===== config.mk =====
export PLATFORM = sky130hd
export DESIGN_NAME = vr_pwrup_seq
export DESIGN_NICKNAME = d
export VERILOG_FILES = /design/src/rtl/vrseq_pkg.sv /design/src/rtl/vrseq_timer.sv /design/src/rtl/vrseq_ramp.sv /design/src/rtl/vrseq_ctrl.sv /design/src/rtl/vr_pwrup_seq.sv
export SDC_FILE = /design/constraint.sdc
export NUM_CORES = 1
export LEC_CHECK = 0
export ABC_AREA = 0
export ABC_CLOCK_PERIOD_IN_PS = 4200
export BUFFER_PORTS_ARGS = -buffer_cell sky130_fd_sc_hd__buf_2
export CAP_MARGIN = 5
export CORE_ASPECT_RATIO = 0.7
export CORE_MARGIN = 3
export CORE_UTILIZATION = 56
export CTS_CLUSTER_SIZE = 8
export DETAILED_ROUTE_END_ITERATION = 12
export PLACE_DENSITY = 0.79
export SLEW_MARGIN = 20
export SYNTH_ARGS = -nofsm -noshare
export SYNTH_HDL_FRONTEND = slang
export SYNTH_SLANG_ARGS = --single-unit

===== constraint.sdc =====
create_clock -name clk -period 4.2 [get_ports clk]
set_clock_uncertainty 0.1 [all_clocks]
set_input_delay 0.42 -clock clk [delete_from_list [all_inputs] [get_ports clk]]
set_output_delay 0.42 -clock clk [all_outputs]
set_load 0.01 [all_outputs]

===== src/rtl/vrseq_pkg.sv =====
package vrseq_pkg;
  typedef enum logic [3:0] {
    ST_IDLE,
    ST_DELAY,
    ST_DETECT,
    ST_RAMP_BOOT,
    ST_HOLD,
    ST_RAMP_VID,
    ST_MASK,
    ST_BLANK,
    ST_GOOD
  } seq_state_e;
endpackage


===== src/rtl/vrseq_timer.sv =====
module vrseq_timer #(
  parameter int unsigned CW = 4
) (
  input  logic          clk,
  input  logic          rst_n,
  input  logic          run,
  input  logic          tick,
  input  logic [CW-1:0] limit,
  output logic          done
);
  logic [CW-1:0] cnt_q, cnt_d;

  always_comb begin
    done  = run && tick && (cnt_q == limit - 1'b1);
    cnt_d = cnt_q;
    if (!run || done) cnt_d = '0;
    else if (tick)    cnt_d = cnt_q + 1'b1;
  end

  always_ff @(posedge clk or negedge rst_n) begin
    if (!rst_n) cnt_q <= '0;
    else        cnt_q <= cnt_d;
  end

  // the stage count never reaches its limit while the stage is running
  p_cnt_in_range_r2: assert property (@(posedge clk) disable iff (!rst_n)
    run |-> (cnt_q < limit));
endmodule


===== src/rtl/vrseq_ramp.sv =====
module vrseq_ramp #(
  parameter int unsigned CODE_W     = 8,
  parameter int unsigned STEP_TICKS = 1
) (
  input  logic              clk,
  input  logic              rst_n,
  input  logic              clr,
  input  logic              run,
  input  logic              tick,
  input  logic [CODE_W-1:0] target,
  output logic [CODE_W-1:0] code,
  output logic              at_target
);
  localparam int unsigned DW = (STEP_TICKS > 1) ? $clog2(STEP_TICKS) : 1;

  logic [DW-1:0]     div_q, div_d;
  logic [CODE_W-1:0] code_q, code_d;
  logic              step;

  always_comb begin
    at_target = (code_q == target);
    step      = run && tick && !at_target && (div_q == DW'(STEP_TICKS - 1));
    div_d     = div_q;
    if (!run || at_target) div_d = '0;
    else if (step)         div_d = '0;
    else if (tick)         div_d = div_q + 1'b1;
    code_d = code_q;
    if (clr)                        code_d = '0;
    else if (step && code_q < target) code_d = code_q + 1'b1;
    else if (step)                  code_d = code_q - 1'b1;
  end

  always_ff @(posedge clk or negedge rst_n) begin
    if (!rst_n) begin
      div_q  <= '0;
      code_q <= '0;
    end else begin
      div_q  <= div_d;
      code_q <= code_d;
    end
  end

  assign code = code_q;

  // a running ramp moves the code by at most one LSB per cycle
  p_one_lsb_r4: assert property (@(posedge clk) disable iff (!rst_n)
    (run && !clr) |=> ((code_q == $past(code_q) + 1'b1) ||
                       (code_q == $past(code_q) - 1'b1) ||
                       (code_q == $past(code_q))));

  // an upward ramp never passes its target
  p_no_overshoot_r6: assert property (@(posedge clk) disable iff (!rst_n)
    (run && !clr && (code_q < target)) |=> (code_q <= $past(target)));
endmodule


===== src/rtl/vrseq_ctrl.sv =====
module vrseq_ctrl
  import vrseq_pkg::*;
#(
  parameter int unsigned CODE_W = 8
) (
  input  logic              clk,
  input  logic              rst_n,
  input  logic              go,
  input  logic              tmr_done,
  input  logic              det_done,
  input  logic              at_target,
  input  logic [CODE_W-1:0] vid,
  output seq_state_e        state,
  output logic [CODE_W-1:0] vid_lat
);
  seq_state_e        state_q, state_d;
  logic [CODE_W-1:0] vid_q;
  logic              cap_en;

  always_comb begin
    state_d = state_q;
    unique case (state_q)
      ST_IDLE:      if (go)        state_d = ST_DELAY;
      ST_DELAY:     if (tmr_done)  state_d = ST_DETECT;
      ST_DETECT:    if (det_done)  state_d = ST_RAMP_BOOT;
      ST_RAMP_BOOT: if (at_target) state_d = ST_HOLD;
      ST_HOLD:      if (tmr_done)  state_d = ST_RAMP_VID;
      ST_RAMP_VID:  if (at_target) state_d = ST_MASK;
      ST_MASK:      if (tmr_done)  state_d = ST_BLANK;
      ST_BLANK:     if (tmr_done)  state_d = ST_GOOD;
      ST_GOOD:                     state_d = ST_GOOD;
      default:                     state_d = ST_IDLE;
    endcase
    if (!go) state_d = ST_IDLE;
    cap_en = go && (state_q == ST_HOLD) && tmr_done;
  end

  always_ff @(posedge clk or negedge rst_n) begin
    if (!rst_n) state_q <= ST_IDLE;
    else        state_q <= state_d;
  end

  always_ff @(posedge clk or negedge rst_n) begin
    if (!rst_n)      vid_q <= '0;
    else if (cap_en) vid_q <= vid;
  end

  assign state   = state_q;
  assign vid_lat = vid_q;

  // the good state is entered only from the blanking stage
  p_good_from_blank_r7: assert property (@(posedge clk) disable iff (!rst_n)
    (state_q == ST_GOOD && $past(state_q) != ST_GOOD) |-> ($past(state_q) == ST_BLANK));

  // leaving idle requires both start conditions at that edge
  p_start_needs_go_r1: assert property (@(posedge clk) disable iff (!rst_n)
    (state_q == ST_IDLE && !go) |=> (state_q == ST_IDLE));
endmodule


===== src/rtl/vr_pwrup_seq.sv =====
module vr_pwrup_seq
  import vrseq_pkg::*;
#(
  parameter int unsigned CODE_W        = 8,
  parameter int unsigned DELAY_TICKS   = 2,
  parameter int unsigned DETECT_CYCLES = 6,
  parameter int unsigned HOLD_TICKS    = 2,
  parameter int unsigned MASK_TICKS    = 1,
  parameter int unsigned BLANK_TICKS   = 3,
  parameter int unsigned STEP_TICKS    = 1,
  parameter int unsigned BOOT_CODE     = 110
) (
  input  logic              clk,
  input  logic              rst_n,
  input  logic              ms_tick,
  input  logic              sw_tick,
  input  logic              en,
  input  logic              uvlo_ok,
  input  logic [CODE_W-1:0] vid,
  output logic [CODE_W-1:0] dac_code,
  output logic              pwm_blank,
  output logic              detect_win,
  output logic              ss_active,
  output logic              pwr_good
);
  localparam int unsigned MAX_A = (DELAY_TICKS > HOLD_TICKS ? DELAY_TICKS : HOLD_TICKS) >
                                  (MASK_TICKS > BLANK_TICKS ? MASK_TICKS : BLANK_TICKS) ?
                                  (DELAY_TICKS > HOLD_TICKS ? DELAY_TICKS : HOLD_TICKS) :
                                  (MASK_TICKS > BLANK_TICKS ? MASK_TICKS : BLANK_TICKS);
  localparam int unsigned AW = $clog2(MAX_A + 1);
  localparam int unsigned DW = $clog2(DETECT_CYCLES + 1);
  localparam logic [CODE_W-1:0] BOOT = CODE_W'(BOOT_CODE);

  seq_state_e        state;
  logic [CODE_W-1:0] vid_lat, target;
  logic [AW-1:0]     lim_a;
  logic              go, run_a, done_a, run_d, done_d, ramp_run, ramp_clr, at_target;

  assign go = en && uvlo_ok;

  always_comb begin
    run_a = 1'b1;
    lim_a = AW'(DELAY_TICKS);
    unique case (state)
      ST_DELAY: lim_a = AW'(DELAY_TICKS);
      ST_HOLD:  lim_a = AW'(HOLD_TICKS);
      ST_MASK:  lim_a = AW'(MASK_TICKS);
      ST_BLANK: lim_a = AW'(BLANK_TICKS);
      default:  run_a = 1'b0;
    endcase
    run_d    = (state == ST_DETECT);
    ramp_run = (state == ST_RAMP_BOOT) || (state == ST_RAMP_VID);
    ramp_clr = !go || (state == ST_IDLE) || (state == ST_DELAY) || (state == ST_DETECT);
    target   = (state == ST_RAMP_VID) ? vid_lat : BOOT;
  end

  vrseq_ctrl #(.CODE_W(CODE_W)) u_ctrl (
    .clk(clk), .rst_n(rst_n), .go(go), .tmr_done(done_a), .det_done(done_d),
    .at_target(at_target), .vid(vid), .state(state), .vid_lat(vid_lat)
  );

  vrseq_timer #(.CW(AW)) u_stage_tmr (
    .clk(clk), .rst_n(rst_n), .run(run_a), .tick(ms_tick), .limit(lim_a), .done(done_a)
  );

  vrseq_timer #(.CW(DW)) u_detect_tmr (
    .clk(clk), .rst_n(rst_n), .run(run_d), .tick(sw_tick),
    .limit(DW'(DETECT_CYCLES)), .done(done_d)
  );

  vrseq_ramp #(.CODE_W(CODE_W), .STEP_TICKS(STEP_TICKS)) u_ramp (
    .clk(clk), .rst_n(rst_n), .clr(ramp_clr), .run(ramp_run), .tick(ms_tick),
    .target(target), .code(dac_code), .at_target(at_target)
  );

  assign pwm_blank  = (state == ST_IDLE) || (state == ST_DELAY) || (state == ST_DETECT);
  assign detect_win = (state == ST_DETECT);
  assign ss_active  = ramp_run;
  assign pwr_good   = (state == ST_GOOD);

  // losing either start condition idles the outputs on the next cycle
  p_drop_idles_r8: assert property (@(posedge clk) disable iff (!rst_n)
    !go |=> (!pwr_good && pwm_blank && dac_code == '0));

  // the reference stays at zero while the detect window is open
  p_zero_in_detect_r3: assert property (@(posedge clk) disable iff (!rst_n)
    detect_win |-> (dac_code == '0));
endmodule


==> qor.csv <==
stage,metric,value,unit
status,outcome,finished clean,
routing,Antenna Nets Post-Route,0,
clocking,Post-CTS Setup Inserts,0,
grt,first-pass GRT wire length,6.216,mm
power,Gate power share,8.2,%
power,Pwr Total,0.0004534,W
floorplanning,chip width,72.66,µm
sta,Peak Freq,0.2643,GHz
floorplanning,I/O pin count,26,
clocking,CTS root buf,clkbuf_8,
flow_run,number of max-cap violations,0,
clocking,CTS tree,built,
grt,initial antenna violation count,0,
setup_path,CP max FO,11,
routing,via count,1426,
grt,vias in the first global route,1319,
routing,via/cell ratio,5.844,
logic_synthesis,"Seq/Total Area, Yosys",37.36,%
routing,drt first pass iters,4,
grt,largest net degree at the start of global routing,27,
routing,Initial DRC Count,160,
placement,Cells after DPL,240,
layout,area of the multi-input gates,1042,µm²
floorplanning,Die Area,3826,µm²
setup_path,CP Capture Type,flip-flop,
placement,GP Congestion,0.7980,
power,P_int,0.0003504,W
sta,Tmin final,3783,ps
floorplanning,core region area,2883,µm²
floorplanning,Starting Density,60.42,%
floorplanning,Core Rows,16,
setup_path,Worst Path Required,4300,ps
logic_synthesis,Synth Instances,182,
clocking,CTS Buf Count,3,
clocking,H-tree levels,1,
clocking,clk slew on worst S/H paths,90,ps
layout,fin area,1953,µm²
routing,Residual DRC,0,
routing,routed wire length,3.796,mm
power,P_leak,0.9768,nW
logic_synthesis,synth unique cells,42,
power,clock share of power,35.5,%
placement,area of placed instances,1892,µm²
setup_path,Startpoint Class,flip-flop,
clocking,Worst-Skew Late Latency,270,ps
logic_synthesis,Syn Area/Cell,9.570,µm²
grt,total track usage,21.43,%
layout,most frequent cells in the layout,"25 x buf_2, 25 x dfrtp_1, 24 x nor2_1, 17 x nand2_1, 16 x ha_1",
sta,post-route setup TNS,0,ps
power,Power per Cell Area,232.1,nW/µm²
sta,Final Slew Violations,0,
grt,global route overflow,0,
sta,fin crit share,90.08,%
layout,Area Overhead vs Synth,12.14,%
logic_synthesis,Syn Std Cell Area,1742,µm²
clocking,clk sinks,26,
setup_path,Setup CP Type,reg2reg,
logic_synthesis,"Warnings, synthesis",0,
placement,Final HPWL DP,3.046,mm
clocking,CTS Buffer Depth,2,
logic_synthesis,syn_nets,213,
layout,layout cell share with drive strength beyond 1,22.12,%
sta,RSZ-0062 raised after global routing,false,
layout,Fillers,250,
power,Net Sw Power,0.0001030,W
sta,final hold vios,0,
setup_path,Worst EP arrival,3880,ps
sta,Worst-Margin Slew,571.4,ps
floorplanning,Chip Height,52.66,µm
sta,Setup-failing EPs final,0,
logic_synthesis,Yosys reg bits,26,
routing,DR WL/cell,15.56,µm
placement,"worst slack, placed",347.1,ps
sta,Slew HR,61.91,%
power,sw frac,22.71,%
sta,Final Worst Setup Slack,416.6,ps
layout,antenna cells,0,
layout,Nets,240,
layout,register area,651.9,µm²
hold_path,Tightest Hold Check Type,in2async,
power,Seq pwr share,56.2,%
placement,Port Buffer Count,25,
clocking,CTS resizes,0,
power,maximum vdd ir drop,192.3,µV
layout,post-route insts no fill,244,
clocking,hold_buf cts,0,
cell usage after synthesis, drive strengths merged:
| cell type | instances | area share, % |
|---|---|---|
| dfrtp | 26 | 37 |
| nor2 | 24 | 5.2 |
| nand2 | 17 | 3.7 |
| ha | 16 | 11 |
| a21oi | 11 | 3.2 |
| mux2 | 8 | 5.2 |
| xor2 | 6 | 3.4 |
| inv | 5 | 1.1 |
| nand3 | 5 | 1.7 |
| buf | 4 | 1.8 |
| nand2b | 4 | 1.4 |
| nand4 | 4 | 1.4 |
| nor2b | 4 | 1.4 |
| o22ai | 4 | 1.4 |
| xnor2 | 4 | 2.0 |
| a211oi | 3 | 1.3 |
| a21o | 3 | 1.3 |
| and2 | 3 | 1.1 |
| mux2i | 3 | 1.7 |
| o211ai | 3 | 1.3 |
| o21ai | 3 | 0.86 |
| a211o | 2 | 1.0 |
| a21boi | 2 | 0.86 |
| a31oi | 2 | 0.72 |
| and3 | 2 | 0.72 |
| nor3 | 2 | 0.57 |
| nor3b | 2 | 1.1 |
| and3b | 1 | 0.50 |
| clkbuf | 1 | 0.22 |
| fa | 1 | 1.1 |
| nand4bb | 1 | 0.65 |
| nor4 | 1 | 0.36 |
| nor4b | 1 | 0.50 |
| o2111ai | 1 | 0.86 |
| o21bai | 1 | 0.43 |
| o311ai | 1 | 0.50 |
| or4 | 1 | 0.43 |
final cells by class:
| class | instances | area share, % |
|---|---|---|
| multi-input cells | 146 | 53.36 |
| flip-flops and latches | 26 | 33.38 |
| repair buffers | 27 | 7.175 |
| clock buffers | 4 | 2.819 |
| well taps | 36 | 2.306 |
| inverters | 5 | 0.9609 |
logic make-up after synthesis:
family | Yosys count | share of synthesized area (%)
buffers and inverters | 10 | 3.088
DFF | 26 | 37.36
adders and majority gates | 17 | 12.64
and+or+nand+nor | 72 | 20.83
AOI/OAI and AO/OA | 36 | 13.72
muxes | 11 | 6.897
xor gates and xnor gates | 10 | 5.460
per-layer routing:
metal  GRT usage (%)  wire (µm)  vias to the layer above
li1                -          -                      702
met1           31.29       1751                      663
met2           31.44       1686                       53
met3           5.939        313                        8
met4           4.601         45                        0
met5               0          0                        -
sequential cells by signal, summed over array words and instances (netlist names):
| register | count |
|---|---|
| u_ramp.code | 8 |
| u_ctrl.state | 4 |
| u_stage_tmr.cnt_q | 2 |
| u_ramp.div_q | 1 |
| u_detect_tmr.cnt_q | 3 |
| u_ctrl.vid_lat | 8 |
worst max-delay path, stage by stage (launching register included):
cell	delay, ps
dfrtp_1	530
nor2b_2	220
nand2_1	140
nor2_1	150
ha_1	270
nand4_1	150
o2111ai_2	210
nor3b_2	290
nand2_1	240
ha_1	400
o21ai_0	140
o211ai_1	170
nand2_1	90
nand4bb_1	240
a21o_1	200
a21oi_1	150
path summary, 6_finish.rpt:
kind,to,start,cells past startpoint,slack (ps)
worst max-delay path,u_ramp.code[7]$_DFFE_PN0P_,u_ctrl.state[1]$_DFFE_PN0P_,15,420
worst min-delay path,u_stage_tmr.cnt_q[0]$_DFFE_PN0P_,rst_n,1,30
worst max register to register,u_ramp.code[7]$_DFFE_PN0P_,u_ctrl.state[1]$_DFFE_PN0P_,15,420
worst min register to register,u_ctrl.vid_lat[0]$_DFFE_PN0P_,u_ctrl.vid_lat[0]$_DFFE_PN0P_,1,430
max in group asynchronous,u_ctrl.state[2]$_DFFE_PN0P_,rst_n,1,3570
min in group clk,u_ramp.div_q$_DFFE_PN0P_,ms_tick,2,260
per-stage QoR:
stage	util, %	hold WS, ps
after floorplan	-	24.41
after global placement	65.63	340.2
after detailed placement	65.63	351.2
after CTS	67.53	51.54
after global routing	67.75	66.80
final	67.75	26.46
power groups by stage:
stage | registers, W | clock network [W] | logic (W)
3_3_place_gp | 0.000260 | 0 | 0.0000356
5_1_grt | 0.000255 | 0.000175 | 0.0000415
2_1_floorplan | 0.000259 | 0 | 0.0000205
4_1_cts | 0.000255 | 0.000165 | 0.0000371
3_5_place_dp | 0.000260 | 0 | 0.0000368
6_report | 0.000255 | 0.000161 | 0.0000373
Power figures use the tool's default switching activity.
